**config.mk**
```make
export PLATFORM = sky130hd
export DESIGN_NAME = vc_link_mux
export DESIGN_NICKNAME = d
export VERILOG_FILES = /design/src/rtl/vc_link_pkg.sv /design/src/rtl/vc_rr_arbiter.sv /design/src/rtl/vc_sel_mux.sv /design/src/rtl/vc_link_ctrl.sv /design/src/rtl/vc_demux.sv /design/src/rtl/vc_link_mux.sv
export SDC_FILE = /design/constraint.sdc
export NUM_CORES = 1
export LEC_CHECK = 0
export ABC_AREA = 1
export BUFFER_PORTS_ARGS = -buffer_cell sky130_fd_sc_hd__buf_2
export CAP_MARGIN = 25
export CORE_UTILIZATION = 44
export DETAILED_ROUTE_END_ITERATION = 8
export PLACE_DENSITY = 0.8
export SKIP_LAST_GASP = 1
export SLEW_MARGIN = 0
export SYNTH_ARGS = -nofsm -noshare
export SYNTH_HDL_FRONTEND = slang
export SYNTH_SLANG_ARGS = --single-unit
```
**constraint.sdc**
```tcl
create_clock -name clk -period 2.83 [get_ports clk]
set_clock_uncertainty 0.15 [all_clocks]
set_input_delay 0.849 -clock clk [delete_from_list [all_inputs] [get_ports clk]]
set_output_delay 0.849 -clock clk [all_outputs]
set_load 0.05 [all_outputs]
```
**src/rtl/vc_link_pkg.sv**
```systemverilog
package vc_link_pkg;
  typedef enum logic [1:0] {
    LNK_IDLE = 2'd0,
    LNK_XFER = 2'd1,
    LNK_RTZ  = 2'd2
  } lnk_state_e;
endpackage

```
**src/rtl/vc_rr_arbiter.sv**
```systemverilog
module vc_rr_arbiter #(
  parameter int NUM_VC = 4,
  localparam int IW = (NUM_VC > 1) ? $clog2(NUM_VC) : 1
) (
  input  logic              clk,
  input  logic              rst_n,
  input  logic              enable,
  input  logic [NUM_VC-1:0] req,
  output logic [NUM_VC-1:0] gnt,
  output logic              gnt_any
);
  logic [IW-1:0] last_q;

  function automatic logic [NUM_VC-1:0] rr_pick(input logic [NUM_VC-1:0] r,
                                                input logic [IW-1:0] last);
    logic [NUM_VC-1:0] g;
    logic found;
    g = '0;
    found = 1'b0;
    for (int k = 1; k <= NUM_VC; k++) begin
      int j;
      j = (int'(last) + k) % NUM_VC;
      if (!found && r[j]) begin
        g[j] = 1'b1;
        found = 1'b1;
      end
    end
    return g;
  endfunction

  function automatic logic [IW-1:0] oh_index(input logic [NUM_VC-1:0] oh);
    logic [IW-1:0] idx;
    idx = '0;
    for (int k = 0; k < NUM_VC; k++) begin
      if (oh[k]) idx = IW'(k);
    end
    return idx;
  endfunction

  assign gnt     = enable ? rr_pick(req, last_q) : '0;
  assign gnt_any = |gnt;

  always_ff @(posedge clk) begin
    if (!rst_n) last_q <= IW'(NUM_VC - 1);
    else if (gnt_any) last_q <= oh_index(gnt);
  end


  arb_onehot_chk: assert property (@(posedge clk) disable iff (!rst_n) $onehot0(gnt));

  arb_req_chk: assert property (@(posedge clk) disable iff (!rst_n) ((gnt & ~req) == '0));
endmodule

```
**src/rtl/vc_sel_mux.sv**
```systemverilog
module vc_sel_mux #(
  parameter int NUM_VC = 4,
  parameter int FLIT_W = 8
) (
  input  logic [NUM_VC-1:0]        sel,
  input  logic [NUM_VC*FLIT_W-1:0] lanes,
  output logic [FLIT_W-1:0]        out
);
  always_comb begin
    out = '0;
    for (int i = 0; i < NUM_VC; i++) begin
      out = out | (lanes[i*FLIT_W +: FLIT_W] & {FLIT_W{sel[i]}});
    end
  end
endmodule

```
**src/rtl/vc_link_ctrl.sv**
```systemverilog
module vc_link_ctrl
  import vc_link_pkg::*;
#(
  parameter int NUM_VC = 4,
  parameter int FLIT_W = 8
) (
  input  logic              clk,
  input  logic              rst_n,
  input  logic [NUM_VC-1:0] gnt,
  input  logic              gnt_any,
  input  logic [FLIT_W-1:0] gnt_flit,
  input  logic [NUM_VC-1:0] rcv_accept,
  output logic [NUM_VC-1:0] sel,
  output logic [FLIT_W-1:0] link_flit,
  output logic              idle,
  output logic              accept_hit
);
  lnk_state_e state_q;

  assign idle       = (state_q == LNK_IDLE);
  assign accept_hit = (state_q == LNK_XFER) && (|(rcv_accept & sel));

  always_ff @(posedge clk) begin
    if (!rst_n) begin
      state_q   <= LNK_IDLE;
      sel       <= '0;
      link_flit <= '0;
    end else begin
      case (state_q)
        LNK_IDLE: if (gnt_any) begin
          state_q   <= LNK_XFER;
          sel       <= gnt;
          link_flit <= gnt_flit;
        end
        LNK_XFER: if (accept_hit) begin
          state_q <= LNK_RTZ;
          sel     <= '0;
        end
        default: state_q <= LNK_IDLE;
      endcase
    end
  end


  ctrl_sel_follows_gnt_chk: assert property (@(posedge clk) disable iff (!rst_n)
    gnt_any |=> (sel == $past(gnt)));

  ctrl_hold_chk: assert property (@(posedge clk) disable iff (!rst_n)
    ((state_q == LNK_XFER) && !accept_hit) |=> ($stable(sel) && $stable(link_flit)));

  ctrl_rtz_chk: assert property (@(posedge clk) disable iff (!rst_n)
    accept_hit |=> ((sel == '0) && !gnt_any));

  ctrl_sel_onehot_chk: assert property (@(posedge clk) disable iff (!rst_n) $onehot0(sel));
endmodule

```
**src/rtl/vc_demux.sv**
```systemverilog
module vc_demux #(
  parameter int NUM_VC = 4,
  parameter int FLIT_W = 8
) (
  input  logic [NUM_VC-1:0]        sel,
  input  logic [FLIT_W-1:0]        flit,
  output logic [NUM_VC-1:0]        valid,
  output logic [NUM_VC*FLIT_W-1:0] lanes
);
  for (genvar i = 0; i < NUM_VC; i++) begin : g_lane
    assign valid[i]                  = sel[i];
    assign lanes[i*FLIT_W +: FLIT_W] = sel[i] ? flit : '0;
  end
endmodule

```
**src/rtl/vc_link_mux.sv**
```systemverilog
module vc_link_mux #(
  parameter int NUM_VC = 4,
  parameter int FLIT_W = 8
) (
  input  logic                     clk,
  input  logic                     rst_n,
  input  logic [NUM_VC-1:0]        snd_valid,
  input  logic [NUM_VC*FLIT_W-1:0] snd_data,
  output logic [NUM_VC-1:0]        snd_ready,
  input  logic [NUM_VC-1:0]        rcv_sync,
  output logic [NUM_VC-1:0]        rcv_valid,
  output logic [NUM_VC*FLIT_W-1:0] rcv_data,
  input  logic [NUM_VC-1:0]        rcv_accept,
  output logic [NUM_VC-1:0]        link_sel
);
  logic [NUM_VC-1:0] eligible;
  logic [NUM_VC-1:0] gnt;
  logic              gnt_any;
  logic              idle;
  logic              accept_hit;
  logic [FLIT_W-1:0] gnt_flit;
  logic [FLIT_W-1:0] link_flit;

  assign eligible  = snd_valid & rcv_sync;
  assign snd_ready = gnt;

  vc_rr_arbiter #(.NUM_VC(NUM_VC)) u_arb (
    .clk(clk), .rst_n(rst_n), .enable(idle), .req(eligible),
    .gnt(gnt), .gnt_any(gnt_any)
  );

  vc_sel_mux #(.NUM_VC(NUM_VC), .FLIT_W(FLIT_W)) u_mux (
    .sel(gnt), .lanes(snd_data), .out(gnt_flit)
  );

  vc_link_ctrl #(.NUM_VC(NUM_VC), .FLIT_W(FLIT_W)) u_ctrl (
    .clk(clk), .rst_n(rst_n), .gnt(gnt), .gnt_any(gnt_any), .gnt_flit(gnt_flit),
    .rcv_accept(rcv_accept), .sel(link_sel), .link_flit(link_flit),
    .idle(idle), .accept_hit(accept_hit)
  );

  vc_demux #(.NUM_VC(NUM_VC), .FLIT_W(FLIT_W)) u_demux (
    .sel(link_sel), .flit(link_flit), .valid(rcv_valid), .lanes(rcv_data)
  );


  top_eligible_chk: assert property (@(posedge clk) disable iff (!rst_n)
    ((snd_ready & ~(snd_valid & rcv_sync)) == '0));

  top_ack_onehot_chk: assert property (@(posedge clk) disable iff (!rst_n) $onehot0(snd_ready));

  top_foreign_accept_chk: assert property (@(posedge clk) disable iff (!rst_n)
    ((link_sel != '0) && ((rcv_accept & link_sel) == '0)) |=> $stable(link_sel));
endmodule

```
==> flow_summary.ini <==
[logic_synthesis]
synth_seq_cells = 16
synth.net_count = 338
synth_top_area_share_pct = 30.4
syn_area_um2 = 1560
synth_common_cells = 126 x nand2_1, 43 x inv_1, 30 x nand3_1
seq_area_frac_synth_pct = 20.6
ys_warn_count = 0
async_reset_ff_share_pct = 0
syn_inst = 284
synth_edf_count = 0
postSynthAreaPerCell_um2 = 5.48
synthFlopType = dfxtp_1
synth_most_common_cell = nand2_1
synth_cell_types = 22
yosys.area.top_type = nand2_1
yosys-top-cells-area = nand2_1 30%, dfxtp_1 21%, inv_1 10%

[clock_network]
cts_buffers = 3
htree_levels = 1
clkLatencyLatePin_ps = 280
cts_tree = built
clk_path_buf_depth = 2
cts-root-buf = clkbuf_4
clkTransAtPathRegs_ps = 80
hold_buffers = 0
clock_sinks = 16

[routing]
wl_met1_mm = 2.06
dr_wl_met2_mm = 2.72
ant_nets = 0
viasPerCell = 4.87
highest_layer = met4
vias = 2124
drt_wl_total_mm = 5.19
wire_per_inst_um = 11.9
wl_met3_um = 293
first_iter_violations = 111
drcViolationCount = 0
dr.pass1.iters = 4

[sta]
setup_viol = 4
layout_setup_ws_ps = -164
worstMarginPinSlew_ps = 695
finalHoldWorstSlack_ps = 323
final_hold_viol_count = 0
max_slew_margin_pct = 53.5
finalMaxSlewViolations = 0
fin_crit_ps = 2990
max_freq_mhz = 334
rsz0062_at_grt = true
fin_crit_sh_pct = 106

[grt]
grt_pass1_vias = 1774
grt_pass1_wl_mm = 7.38
gr-total-overflow = 0
antenna_found_initial = 0
grt_max_degree = 15
grtUsageTotal_pct = 25.8

[worst_setup_path]
critPathMaxStageDelay_ps = 140
r2r-end = u_ctrl.sel[3]$_SDFFE_PN0P_
required_ps = 1830
r2r_start = u_arb.last_q[0]$_SDFFE_PN1P_
crit_path_max_fanout = 4
worstPathCellList = buf_6 -> nand3_1 -> nand3_2 -> nand2_2 -> buf_6 -> nand3_1 -> nand2_1 -> inv_1 -> nand3_2 -> nand2_4 -> inv_4 -> buf_8
reg2regPathDepth = 19
r2r_slack_ps = 250
worstSetupPathType = primary input to primary output
slowest_stage = buf_8
setup.worst_path.end_class = primary output
cp.arrival_ps = 1990
start_kind = primary input

[place]
place_inst = 426
portBuffers = 89
routabilityCongestion = 0.899
dp_hpwl_mm = 3.40

[power]
fin_total_pwr_w = 0.00283
powerDensity_nw_per_um2 = 1120
ir_worst_vdd_v = 0.000542
p_leak_nw = 1.63

[hold_path]
hp-start = u_ctrl.state_q[0]$_SDFFE_PN0P_
min_to = u_ctrl.state_q[1]$_SDFFE_PN0P_
hp-class = flop to flop
hold_depth = 2

[layout]
final_cells = 436
final_util_pct = 74.9
syn2layout_area_growth_pct = 61.8
nets = 446
drive_gt1_share_pct = 44.6
num_antenna_cells = 0

[floorplan]
core-area_um2 = 3360
rows = 21
initial_core_util_pct = 46.3
die_w_um = 61.5
io_pins = 90
die-area_um2 = 3780
fp.dieH_um = 61.5

[flow_run]
maxCapViolations = 0

[run_status]
status = finished, violations left
violations = setup timing
## placed cells by master (no fill, tap or decap), types with 2 or more instances in the layout
| master | Yosys | layout |
|---|---|---|
| nor2_1 | 14 | 12 |
| nand2_1 | 126 | 113 |
| nand3_2 | 3 | 16 |
| inv_2 | 3 | 2 |
| buf_8 | 0 | 5 |
| nand2_4 | 1 | 6 |
| nand3_4 | 0 | 4 |
| dfxtp_1 | 16 | 14 |
| inv_4 | 0 | 4 |
| buf_2 | 4 | 77 |
| a21oi_1 | 13 | 13 |
| buf_4 | 4 | 22 |
| clkbuf_4 | 0 | 3 |
| ha_1 | 8 | 7 |
| nand3_1 | 30 | 13 |
| buf_6 | 2 | 10 |
| nand2_2 | 9 | 17 |
| inv_1 | 43 | 41 |
| nor2_4 | 1 | 4 |
## metal layers
layer	track usage, %	vias to the layer above
li1	-	1067
met5	0	-
met3	2.73	14
met4	9.84	0
met2	46.7	90
met1	31.4	953
## area by class of cell
class | instances | area, um^2
inverter | 48 | 195
timing repair buffer | 114 | 738
sequential | 16 | 325
fill | 285 | 845
multi-input combinational | 209 | 1180
tap | 46 | 57.6
clock buffer | 3 | 22.5
## worst max-delay path by stage
stage	start	end	depth (start not counted)
floorplan	u_arb.last_q[1]$_SDFFE_PN1P_	snd_ready[1]	11
global placement	snd_valid[0]	snd_ready[0]	11
detailed placement	rcv_sync[3]	snd_ready[0]	11
CTS	rcv_sync[2]	snd_ready[2]	11
global route	u_arb.last_q[1]$_SDFFE_PN1P_	snd_ready[2]	12
finish	rcv_sync[1]	snd_ready[0]	12
## logic make-up (layout without fill, tap and decap cells)
| group | after synthesis | in the layout | share of synthesized area, % |
|---|---|---|---|
| and+or+nand+nor | 186 | 186 | 51.1 |
| buffers and inverters | 59 | 165 | 16.8 |
| DFF | 16 | 16 | 20.6 |
| AOI/OAI and AO/OA | 15 | 15 | 5.06 |
| adders and majority gates | 8 | 8 | 6.43 |
## worst max-delay path: cells and delay by family
family,cells,cell delay (ps)
AND/OR/NAND/NOR,7,640
buffers and inverters,5,510
## power by group
part	internal, W	total, W	switching [W]	leakage [nW]
sequential	0.000310	0.000441	0.000131	0.131
combinational	0.000840	0.00227	0.00143	1.48
clock	0.0000494	0.000116	0.0000670	0.0138
total	0.00120	0.00283	0.00163	1.63
## stage by stage
step	setup slack (ps)	setup TNS, ps	area, um^2
finish	-164	-600	2520
global route	-212	-785	2520
CTS	-73.4	-281	2410
detailed placement	-294	-1070	2130
global placement	-287	-1070	2130
floorplan	29.6	0	1570
## timing repair
| action | CTS | global route |
|---|---|---|
| resized for setup | 51 | 24 |
| setup buffers | 5 | 2 |
| pin swaps | 23 | 19 |
| setup endpoints to repair | 4 | 4 |
## state kept, by name, indices dropped and copies added, names as in the netlist
register	flops
u_ctrl.state_q	2
u_arb.last_q	2
u_ctrl.link_flit	8
u_ctrl.sel	4
Power figures use the tool's default switching activity.
